### src/rtl/wpk_pkg.sv
package wpk_pkg;

   localparam int unsigned WPK_DEF_CHAR_W = 6;
   localparam int unsigned WPK_DEF_CHARS  = 4;

   // Width of a counter able to hold 0 .. n.
   function automatic int unsigned wpk_cnt_width(input int unsigned n);
      return (n < 1) ? 1 : $clog2(n + 1);
   endfunction

   // Width of the characters-per-word selector for up to n characters.
   function automatic int unsigned wpk_sel_width(input int unsigned n);
      return (n < 2) ? 1 : $clog2(n);
   endfunction

endpackage

### src/rtl/wpk_cpw_decode.sv
module wpk_cpw_decode #(
   parameter int unsigned CHARS_MAX   = wpk_pkg::WPK_DEF_CHARS,
   parameter bit          SEL_PLUS_ONE = 1'b1,
   localparam int unsigned SEL_W = wpk_pkg::wpk_sel_width(CHARS_MAX),
   localparam int unsigned CNT_W = wpk_pkg::wpk_cnt_width(CHARS_MAX)
) (
   input  logic [SEL_W-1:0] sel,
   output logic [CNT_W-1:0] count
);

   generate
      if (SEL_PLUS_ONE) begin : g_plus_one
         // Selector holds the count minus one.
         always_comb count = CNT_W'(sel) + CNT_W'(1);
      end else begin : g_zero_is_max
         // Selector holds the count directly; zero stands for the maximum.
         always_comb count = (sel == '0) ? CNT_W'(CHARS_MAX) : CNT_W'(sel);
      end
   endgenerate

   always_comb begin
      if (count != '0) begin
         a_r2_count_nonzero : assert (count <= CNT_W'(CHARS_MAX));
      end
   end

endmodule

### src/rtl/wpk_char_counter.sv
module wpk_char_counter #(
   parameter int unsigned CHARS_MAX = wpk_pkg::WPK_DEF_CHARS,
   localparam int unsigned CNT_W = wpk_pkg::wpk_cnt_width(CHARS_MAX)
) (
   input  logic             clk,
   input  logic             rst_n,
   input  logic             clear,
   input  logic             load,
   input  logic [CNT_W-1:0] load_count,
   input  logic             step,
   output logic             busy,
   output logic             last
);

   logic [CNT_W-1:0] left_q;

   always_ff @(posedge clk or negedge rst_n) begin
      if (!rst_n) begin
         left_q <= '0;
      end else if (clear) begin
         left_q <= '0;
      end else if (load) begin
         left_q <= load_count;
      end else if (step && (left_q != '0)) begin
         left_q <= left_q - CNT_W'(1);
      end
   end

   assign busy = (left_q != '0);
   assign last = (left_q == CNT_W'(1));

   a_r4_left_in_range : assert property (@(posedge clk) disable iff (!rst_n)
      left_q <= CNT_W'(CHARS_MAX));

   a_r4_step_counts_down : assert property (@(posedge clk) disable iff (!rst_n)
      (step && busy && !load && !clear) |=> (left_q == $past(left_q) - CNT_W'(1)));

   a_r8_clear_empties : assert property (@(posedge clk) disable iff (!rst_n)
      clear |=> !busy);

endmodule

### src/rtl/wpk_shift_word.sv
module wpk_shift_word #(
   parameter int unsigned CHAR_W    = wpk_pkg::WPK_DEF_CHAR_W,
   parameter int unsigned CHARS_MAX = wpk_pkg::WPK_DEF_CHARS,
   localparam int unsigned WORD_W = CHAR_W * CHARS_MAX
) (
   input  logic              clk,
   input  logic              rst_n,
   input  logic              clear,
   input  logic              load,
   input  logic [WORD_W-1:0] load_word,
   input  logic              shift,
   output logic [CHAR_W-1:0] head
);

   logic [WORD_W-1:0] word_q;

   always_ff @(posedge clk or negedge rst_n) begin
      if (!rst_n) begin
         word_q <= '0;
      end else if (clear) begin
         word_q <= '0;
      end else if (load) begin
         word_q <= load_word;
      end else if (shift) begin
         word_q <= word_q << CHAR_W;
      end
   end

   assign head = word_q[WORD_W-1 -: CHAR_W];

   generate
      if (CHARS_MAX > 1) begin : g_shift_chk
         a_r3_next_char_moves_up : assert property (@(posedge clk) disable iff (!rst_n)
            (shift && !load && !clear) |=> (head == $past(word_q[WORD_W-CHAR_W-1 -: CHAR_W])));
      end
   endgenerate

   a_r3_load_presents_top : assert property (@(posedge clk) disable iff (!rst_n)
      (load && !clear) |=> (head == $past(load_word[WORD_W-1 -: CHAR_W])));

endmodule

### src/rtl/wpk_unpacker.sv
module wpk_unpacker #(
   parameter int unsigned CHAR_W       = wpk_pkg::WPK_DEF_CHAR_W,
   parameter int unsigned CHARS_MAX    = wpk_pkg::WPK_DEF_CHARS,
   parameter bit          SEL_PLUS_ONE = 1'b1,
   parameter bit          ZERO_IDLE    = 1'b1,
   localparam int unsigned WORD_W = CHAR_W * CHARS_MAX,
   localparam int unsigned SEL_W  = wpk_pkg::wpk_sel_width(CHARS_MAX),
   localparam int unsigned CNT_W  = wpk_pkg::wpk_cnt_width(CHARS_MAX)
) (
   input  logic              clk,
   input  logic              rst_n,
   input  logic              word_valid,
   output logic              word_ready,
   input  logic [WORD_W-1:0] word_data,
   input  logic [SEL_W-1:0]  cpw_sel,
   input  logic              stop_req,
   output logic              char_valid,
   input  logic              char_ready,
   output logic [CHAR_W-1:0] char_data
);

   generate
      if (CHAR_W < 1) begin : g_bad_char_w
         $error("wpk_unpacker: CHAR_W must be at least 1");
      end
      if (CHARS_MAX < 1) begin : g_bad_chars
         $error("wpk_unpacker: CHARS_MAX must be at least 1");
      end
      if (SEL_PLUS_ONE && ((1 << SEL_W) < CHARS_MAX)) begin : g_bad_sel
         $error("wpk_unpacker: selector too narrow for CHARS_MAX");
      end
   endgenerate

   logic             busy;
   logic             last;
   logic             fire;
   logic             take;
   logic [CNT_W-1:0] load_count;
   logic [CHAR_W-1:0] head;

   assign fire       = char_valid && char_ready;
   assign word_ready = !stop_req && (!busy || (fire && last));
   assign take       = word_valid && word_ready;
   assign char_valid = busy;

   wpk_cpw_decode #(
      .CHARS_MAX   (CHARS_MAX),
      .SEL_PLUS_ONE(SEL_PLUS_ONE)
   ) decode_i (
      .sel  (cpw_sel),
      .count(load_count)
   );

   wpk_char_counter #(
      .CHARS_MAX(CHARS_MAX)
   ) counter_i (
      .clk       (clk),
      .rst_n     (rst_n),
      .clear     (stop_req),
      .load      (take),
      .load_count(load_count),
      .step      (fire),
      .busy      (busy),
      .last      (last)
   );

   wpk_shift_word #(
      .CHAR_W   (CHAR_W),
      .CHARS_MAX(CHARS_MAX)
   ) shifter_i (
      .clk      (clk),
      .rst_n    (rst_n),
      .clear    (stop_req),
      .load     (take),
      .load_word(word_data),
      .shift    (fire),
      .head     (head)
   );

   generate
      if (ZERO_IDLE) begin : g_mask_idle
         assign char_data = busy ? head : '0;
      end else begin : g_raw_head
         assign char_data = head;
      end
   endgenerate

   a_r5_stall_holds : assert property (@(posedge clk) disable iff (!rst_n)
      (char_valid && !char_ready && !stop_req) |=> (char_valid && $stable(char_data)));

   a_r8_stop_drops : assert property (@(posedge clk) disable iff (!rst_n)
      stop_req |=> !char_valid);

   a_r6_valid_needs_word : assert property (@(posedge clk) disable iff (!rst_n)
      $rose(char_valid) |-> $past(word_valid && word_ready));

   a_r9_no_bubble : assert property (@(posedge clk) disable iff (!rst_n)
      (fire && last && word_valid && !stop_req) |=> char_valid);

   generate
      if (ZERO_IDLE) begin : g_idle_chk
         a_r10_idle_zero : assert property (@(posedge clk) disable iff (!rst_n)
            !char_valid |-> (char_data == '0));
      end
   endgenerate

endmodule

### config.mk
export PLATFORM = sky130hd
export DESIGN_NAME = wpk_unpacker
export DESIGN_NICKNAME = d
export VERILOG_FILES = /design/src/rtl/wpk_pkg.sv /design/src/rtl/wpk_cpw_decode.sv /design/src/rtl/wpk_char_counter.sv /design/src/rtl/wpk_shift_word.sv /design/src/rtl/wpk_unpacker.sv
export SDC_FILE = /design/constraint.sdc
export NUM_CORES = 1
export LEC_CHECK = 0
export BUFFER_PORTS_ARGS = -buffer_cell sky130_fd_sc_hd__buf_2
export CAP_MARGIN = 20
export CELL_PAD_IN_SITES_DETAIL_PLACEMENT = 0
export CELL_PAD_IN_SITES_GLOBAL_PLACEMENT = 1
export CORE_AREA = 2 2 66 68
export DETAILED_ROUTE_END_ITERATION = 6
export DIE_AREA = 0 0 68 70
export PLACE_DENSITY_LB_ADDON = 0.1
export RECOVER_POWER = 50
export SLEW_MARGIN = 20
export SYNTH_ARGS = -nofsm -noshare
export SYNTH_HDL_FRONTEND = slang
export SYNTH_HIERARCHICAL = 1
export SYNTH_SLANG_ARGS = --single-unit
### constraint.sdc
create_clock -name clk -period 5.2 [get_ports clk]
set_input_delay 0 -clock clk [delete_from_list [all_inputs] [get_ports clk]]
set_output_delay 0 -clock clk [all_outputs]
set_load 0.005 [all_outputs]
### Word-level counts from Yosys, hierarchy flattened

Cells that the tools add are included.

| operators by class | value |
|---|---|
| mux-type cells | 7 |
| $add $sub $neg | 2 |
| reductions and logical operators | 11 |
| equality and inequality tests | 1 |

Operators by type and width:

| cell | count |
|---|---|
| 2-to-1 mux 24 bit | 3 |
| 2-to-1 mux 3 bit | 3 |
| nonzero test 3 bit | 3 |
| 2-to-1 mux 6 bit | 1 |
| logical AND 1 bit | 5 |
| adder 2 x 1 -> 3 bit (second input constant) | 1 |
| equality test 3 x 1 -> 1 bit (second input constant) | 1 |
| subtractor 3 x 1 -> 3 bit (second input constant) | 1 |
| zero test 1 bit | 2 |
| logical OR 1 bit | 1 |

| word-level totals | value |
|---|---|
| register bits after elaboration | 27 |
| output and inout port bits | 8 |
| word-level logic and storage cells | 23 |

### Longest topological paths before layout

| depth | value |
|---|---|
| depth after elaboration | 8 |
| mapped depth | 8 |

### Cells and area by module

The synthesis kept the hierarchy.

Modules (own cells, without submodules):

| module | cells each | sequential area each (µm²) | times used | area each (µm²) |
|---|---|---|---|---|
| wpk_shift_word | 112 | 600.6 | 1 | 1238.7 |
| wpk_char_counter | 23 | 75.1 | 1 | 241.5 |
| wpk_unpacker | 10 | 0.0 | 1 | 87.6 |
| wpk_cpw_decode | 2 | 0.0 | 1 | 16.3 |

### Worst setup path before layout

Ideal clock, no wire load.

| timing | value |
|---|---|
| path type | register to register |
| start | register counter_i.left_q[0] |
| end | register shifter_i.word_q[10] |
| setup slack | 3.195 ns |
| arrival time | 1.911 ns |
| buffers on the path | 1 |
| stages on the path, launching flop included | 9 |
| cells stage by stage | dfrtp_1 -> inv_1 -> ha_1 -> nand2b_4 -> a21boi_4 -> nor3b_2 -> inv_2 -> clkbuf_1 -> a211oi_1 |

| between the ends | value |
|---|---|
| cells in the longest elaborated chain, start to end | 8 |

Ends and longest elaborated chain:

| element | RTL line | text |
|---|---|---|
| start, declared | wpk_char_counter.sv:15 | `logic [CNT_W-1:0] left_q;` |
| start signal, assigned | wpk_char_counter.sv:23 | `left_q <= load_count;` |
| start signal, assigned | wpk_char_counter.sv:25 | `left_q <= left_q - CNT_W'(1);` |
| nonzero test 3 bit * | wpk_char_counter.sv:29 | `assign busy = (left_q != '0);` |
| net char_valid | wpk_unpacker.sv:17 | `output logic char_valid,` |
| logical AND 1 bit | wpk_unpacker.sv:41 | `assign fire = char_valid && char_ready;` |
| logical AND 1 bit | wpk_unpacker.sv:42 | `assign word_ready = !stop_req && (!busy \|\| (fire && last));` |
| logical OR 1 bit * | wpk_unpacker.sv:42 |  |
| logical AND 1 bit * | wpk_unpacker.sv:42 |  |
| logical AND 1 bit * | wpk_unpacker.sv:43 | `assign take = word_valid && word_ready;` |
| net take | wpk_unpacker.sv:37 | `logic take;` |
| 2-to-1 mux 24 bit | wpk_shift_word.sv:22 | `end else if (load) begin` |
| 2-to-1 mux 24 bit | wpk_shift_word.sv:20 | `end else if (clear) begin` |
| end signal, assigned | wpk_shift_word.sv:23 | `word_q <= load_word;` |
| end signal, assigned | wpk_shift_word.sv:25 | `word_q <= word_q << CHAR_W;` |
| end, declared | wpk_shift_word.sv:15 | `logic [WORD_W-1:0] word_q;` |

The timed path passes the listed nets; every way through them passes the cells marked *.
A chain may end at the register's enable or synchronous reset.

### Worst setup path after layout

| timing | value |
|---|---|
| start | register counter_i.left_q[0] |
| end | register counter_i.left_q[2] |

| between the ends | value |
|---|---|
| cells in the longest elaborated chain, start to end | 8 |

Ends and longest elaborated chain:

| element | RTL line | text |
|---|---|---|
| nonzero test 3 bit * | wpk_char_counter.sv:29 |  |
| logical AND 1 bit * | wpk_unpacker.sv:41 |  |
| net fire | wpk_unpacker.sv:36 | `logic fire;` |
| logical AND 1 bit | wpk_unpacker.sv:42 |  |
| logical OR 1 bit | wpk_unpacker.sv:42 |  |
| logical AND 1 bit | wpk_unpacker.sv:42 |  |
| logical AND 1 bit | wpk_unpacker.sv:43 |  |
| 2-to-1 mux 3 bit | wpk_char_counter.sv:22 | `end else if (load) begin` |
| 2-to-1 mux 3 bit | wpk_char_counter.sv:20 | `end else if (clear) begin` |

The timed path passes the listed nets; every way through them passes the cells marked *. The select of a mux whose other input is x is not followed.

==> flow_summary.toml <==
[min_path]
min_from = "word_data[19]"
worstHoldPathType = "in -> reg"
holdPathStages = 3
hold-path-endpoint = "shifter_i/word_q[19]"

[pwr]
p_leak_nw = 0.8191
p_sw_w = 0.0001885
vdd_drop_max_v = 0.0001110
combPwrFrac_pct = 33.8
power_per_cell_area_nw_per_um2 = 309.1
p_int_w = 0.0003859
seq_power_share_pct = 45.0
pwr-share-clk_pct = 21.1
p_sw_share_pct = 32.82

[floorplanning]
start_util_pct = 38.22
io_pins = 39
die-area_sq_um = 4760
core_area_sq_um = 4144
die_height_um = 70
num_rows = 24
die_w_um = 68

[clocking]
htree_levels = 1
post_cts_buffers = 0
numCtsBuffers = 3
cts.sinks = 27
clock_latency_ns = 0.28
clk_pin_slew_ns = 0.10
cts_tree = "done"
cts-root-buf = "clkbuf_8"
cts_buffer_depth = 2

[critical_path]
path_cells = "inv_1 > ha_1 > nand2b_1 > and2_2 > a21boi_0 > a311oi_1 > nor3_1"
cp_max_fo = 30
critPathArrivalTime_ns = 2.59
critPathRequiredTime_ns = 5.33
r2r_cells = 7
cp_slowest_stage_delay_ns = 0.74
start_kind = "register"
critPathCaptureType = "register"
reg2reg_to = "counter_i/left_q[2]"
crit_family = "simple AND/OR/NAND/NOR gates"
crit_buf_inv = 1
timing.rr.start = "counter_i/left_q[0]"
crit_type = "reg -> reg"
cp_slowest_cell = "and2_2"
r2r_slack_ns = 2.75

[synthesis]
syn_inst = 147
synth_top_area_share_pct = 42.65
synth_area_leaders = "dfrtp_1 (43%), mux2i_1 (11%), a211oi_1 (9.0%)"
ys_seq_elements = 27
synth_top_cell_by_area = "dfrtp_1"
ys_seq_area_share_pct = 42.65
syn_avg_cell_area_sq_um = 10.78
yosysUniqueCellTypes = 27
yosys_warnings = 6
synth_area_sq_um = 1584
synth_fp_nets = 182

[cells_and_area]
final_cells = 234
layout_common_cells = "buf_2 (36), dfrtp_1 (27), nor2b_1 (19), a211oi_1 (19), mux2i_1 (18)"
n_antenna_cell = 0
nFillCells = 411
mostFrequentLayoutCell = "buf_2"
nNetsFinal = 218
syn_to_final_growth_pct = 17.30
drive_gt1_share_pct = 29.67

[routing]
top_layer_used = "met4"
first_iter_violations = 21
viasPerCell = 5.009
ant_nets = 0
wl_met3_um = 135
drt-met1-wl_um = 1588
drc = 0
wl_per_cell_um = 14.03
dr.pass1.iters = 4
wl_um = 3284
vias = 1172
dr_wl_met2_um = 1528

[sta]
fmax_ghz = 0.4076
worst_pin_slew_ns = 1.454
finalHoldViolCount = 0
slew_headroom_pct = 3.095
skew_ns = 0.006920
drv_slew = 0
final.setup.tns_ns = 0
rsz0062_at_grt = "no"
fin_crit_sh_pct = 47.18
fin_crit_ns = 2.454
finalSetupViolCount = 0

[place]
portBuffers = 38
place.gp.congestion = 0.6744
dp.cells = 223
post-dp-hpwl_um = 2160

[global_route]
grt_max_degree = 39
grt_antenna_before_repair = 0
grt.overflow.total = 0
grt_pass1_wl_um = 5554
grt_util_all_layers_pct = 15.11
grt_pass1_vias = 1199

[run]
drv_cap = 0

[outcome]
outcome = "complete, no violations"
final cells by class:
| cell class | instances | area [sq um] | share of cell area [%] |
|---|---|---|---|
| multi-input combinational | 100 | 787.0 | 42.36 |
| sequential | 27 | 675.6 | 36.36 |
| timing repair buffer | 46 | 265.3 | 14.28 |
| tap | 52 | 65.06 | 3.502 |
| clock buffer | 3 | 41.29 | 2.222 |
| inverter | 5 | 18.77 | 1.010 |
| clock inverter | 1 | 5.005 | 0.2694 |
through the flow:
step	worst slack (ns)	total power [W]	util, %	hold slack, ns	instance area (sq um)
4_1_cts	2.916	0.0005877	45.08	0.0007254	1868
3_3_place_gp	3.047	0.0004544	42.27	0.04450	1752
3_5_place_dp	2.949	0.0004622	42.27	0.05168	1752
6_report	2.746	0.0005744	44.84	0.000009770	1858
2_1_floorplan	3.195	0.0004199	-	-0.2956	1584
5_1_grt	2.453	0.0006139	44.84	0.0008633	1858
flip-flops by register name, summed over array words and instances (netlist names):
| register | cells |
|---|---|
| shifter_i/word_q | 24 |
| counter_i/left_q | 3 |
how the worst max path moves through the flow:
| stage | from | endpoint | slack (ns) | cells after the start |
|---|---|---|---|---|
| after floorplan | counter_i/left_q[0] | shifter_i/word_q[10] | 3.20 | 8 |
| after global placement | counter_i/left_q[0] | counter_i/left_q[2] | 3.05 | 7 |
| after detailed placement | counter_i/left_q[0] | counter_i/left_q[2] | 2.95 | 7 |
| after CTS | counter_i/left_q[0] | counter_i/left_q[2] | 2.92 | 7 |
| after global routing | counter_i/left_q[0] | counter_i/left_q[2] | 2.45 | 7 |
| final | counter_i/left_q[0] | counter_i/left_q[2] | 2.75 | 7 |
kinds of logic after synthesis:
group | after synthesis | share of synthesized area [%]
DFF | 27 | 42.65
buffers and inverters | 20 | 7.582
AOI/OAI and AO/OA | 32 | 15.32
adders and majority gates | 4 | 3.160
muxes | 18 | 11.37
and+or+nand+nor | 46 | 19.90
Yosys cell counts:
master,number
o21ai_1,1
or3b_1,6
nand3b_1,1
nor3b_2,1
and2_2,7
nand2b_4,1
nor2_1,2
a21boi_0,1
a2111oi_2,1
nor2b_1,19
a21boi_4,1
dfrtp_1,27
ha_1,4
a311oi_1,1
a21oi_1,7
a211oi_1,19
and4b_4,1
inv_2,1
mux2i_1,18
buf_6,3
clkbuf_1,6
nor3_1,1
nand2_1,6
and2b_2,1
inv_1,4
a311o_1,1
buf_4,6
power by group through the flow:
stage                     sequential (W)  clock [W]  combinational (W)
after floorplan                 0.000256          0           0.000164
after global placement          0.000262          0           0.000192
after detailed placement        0.000263          0           0.000199
after CTS                       0.000259   0.000125           0.000204
after global routing            0.000262   0.000132           0.000219
final                           0.000259   0.000121           0.000194
worst register-to-register path, cell delays in order (launching register included):
cell	delay [ns]
dfrtp_1	0.41
inv_1	0.08
ha_1	0.21
nand2b_1	0.32
and2_2	0.74
a21boi_0	0.19
a311oi_1	0.28
nor3_1	0.08
metal layers:
metal / up-vias / GRT usage (%)
li1: 589 / -
met1: 554 / 21.15
met2: 25 / 23.52
met3: 4 / 2.254
met4: 0 / 5.333
met5: - / 0
repair_timing:
| item | in CTS | in global routing |
|---|---|---|
| endpoints found under the hold margin | 33 | 0 |
| setup endpoints to repair | 0 | 0 |
| hold buffers | 7 | 0 |
| gates resized for setup | 0 | 0 |
Note: power is estimated with default switching activity, not from simulation.
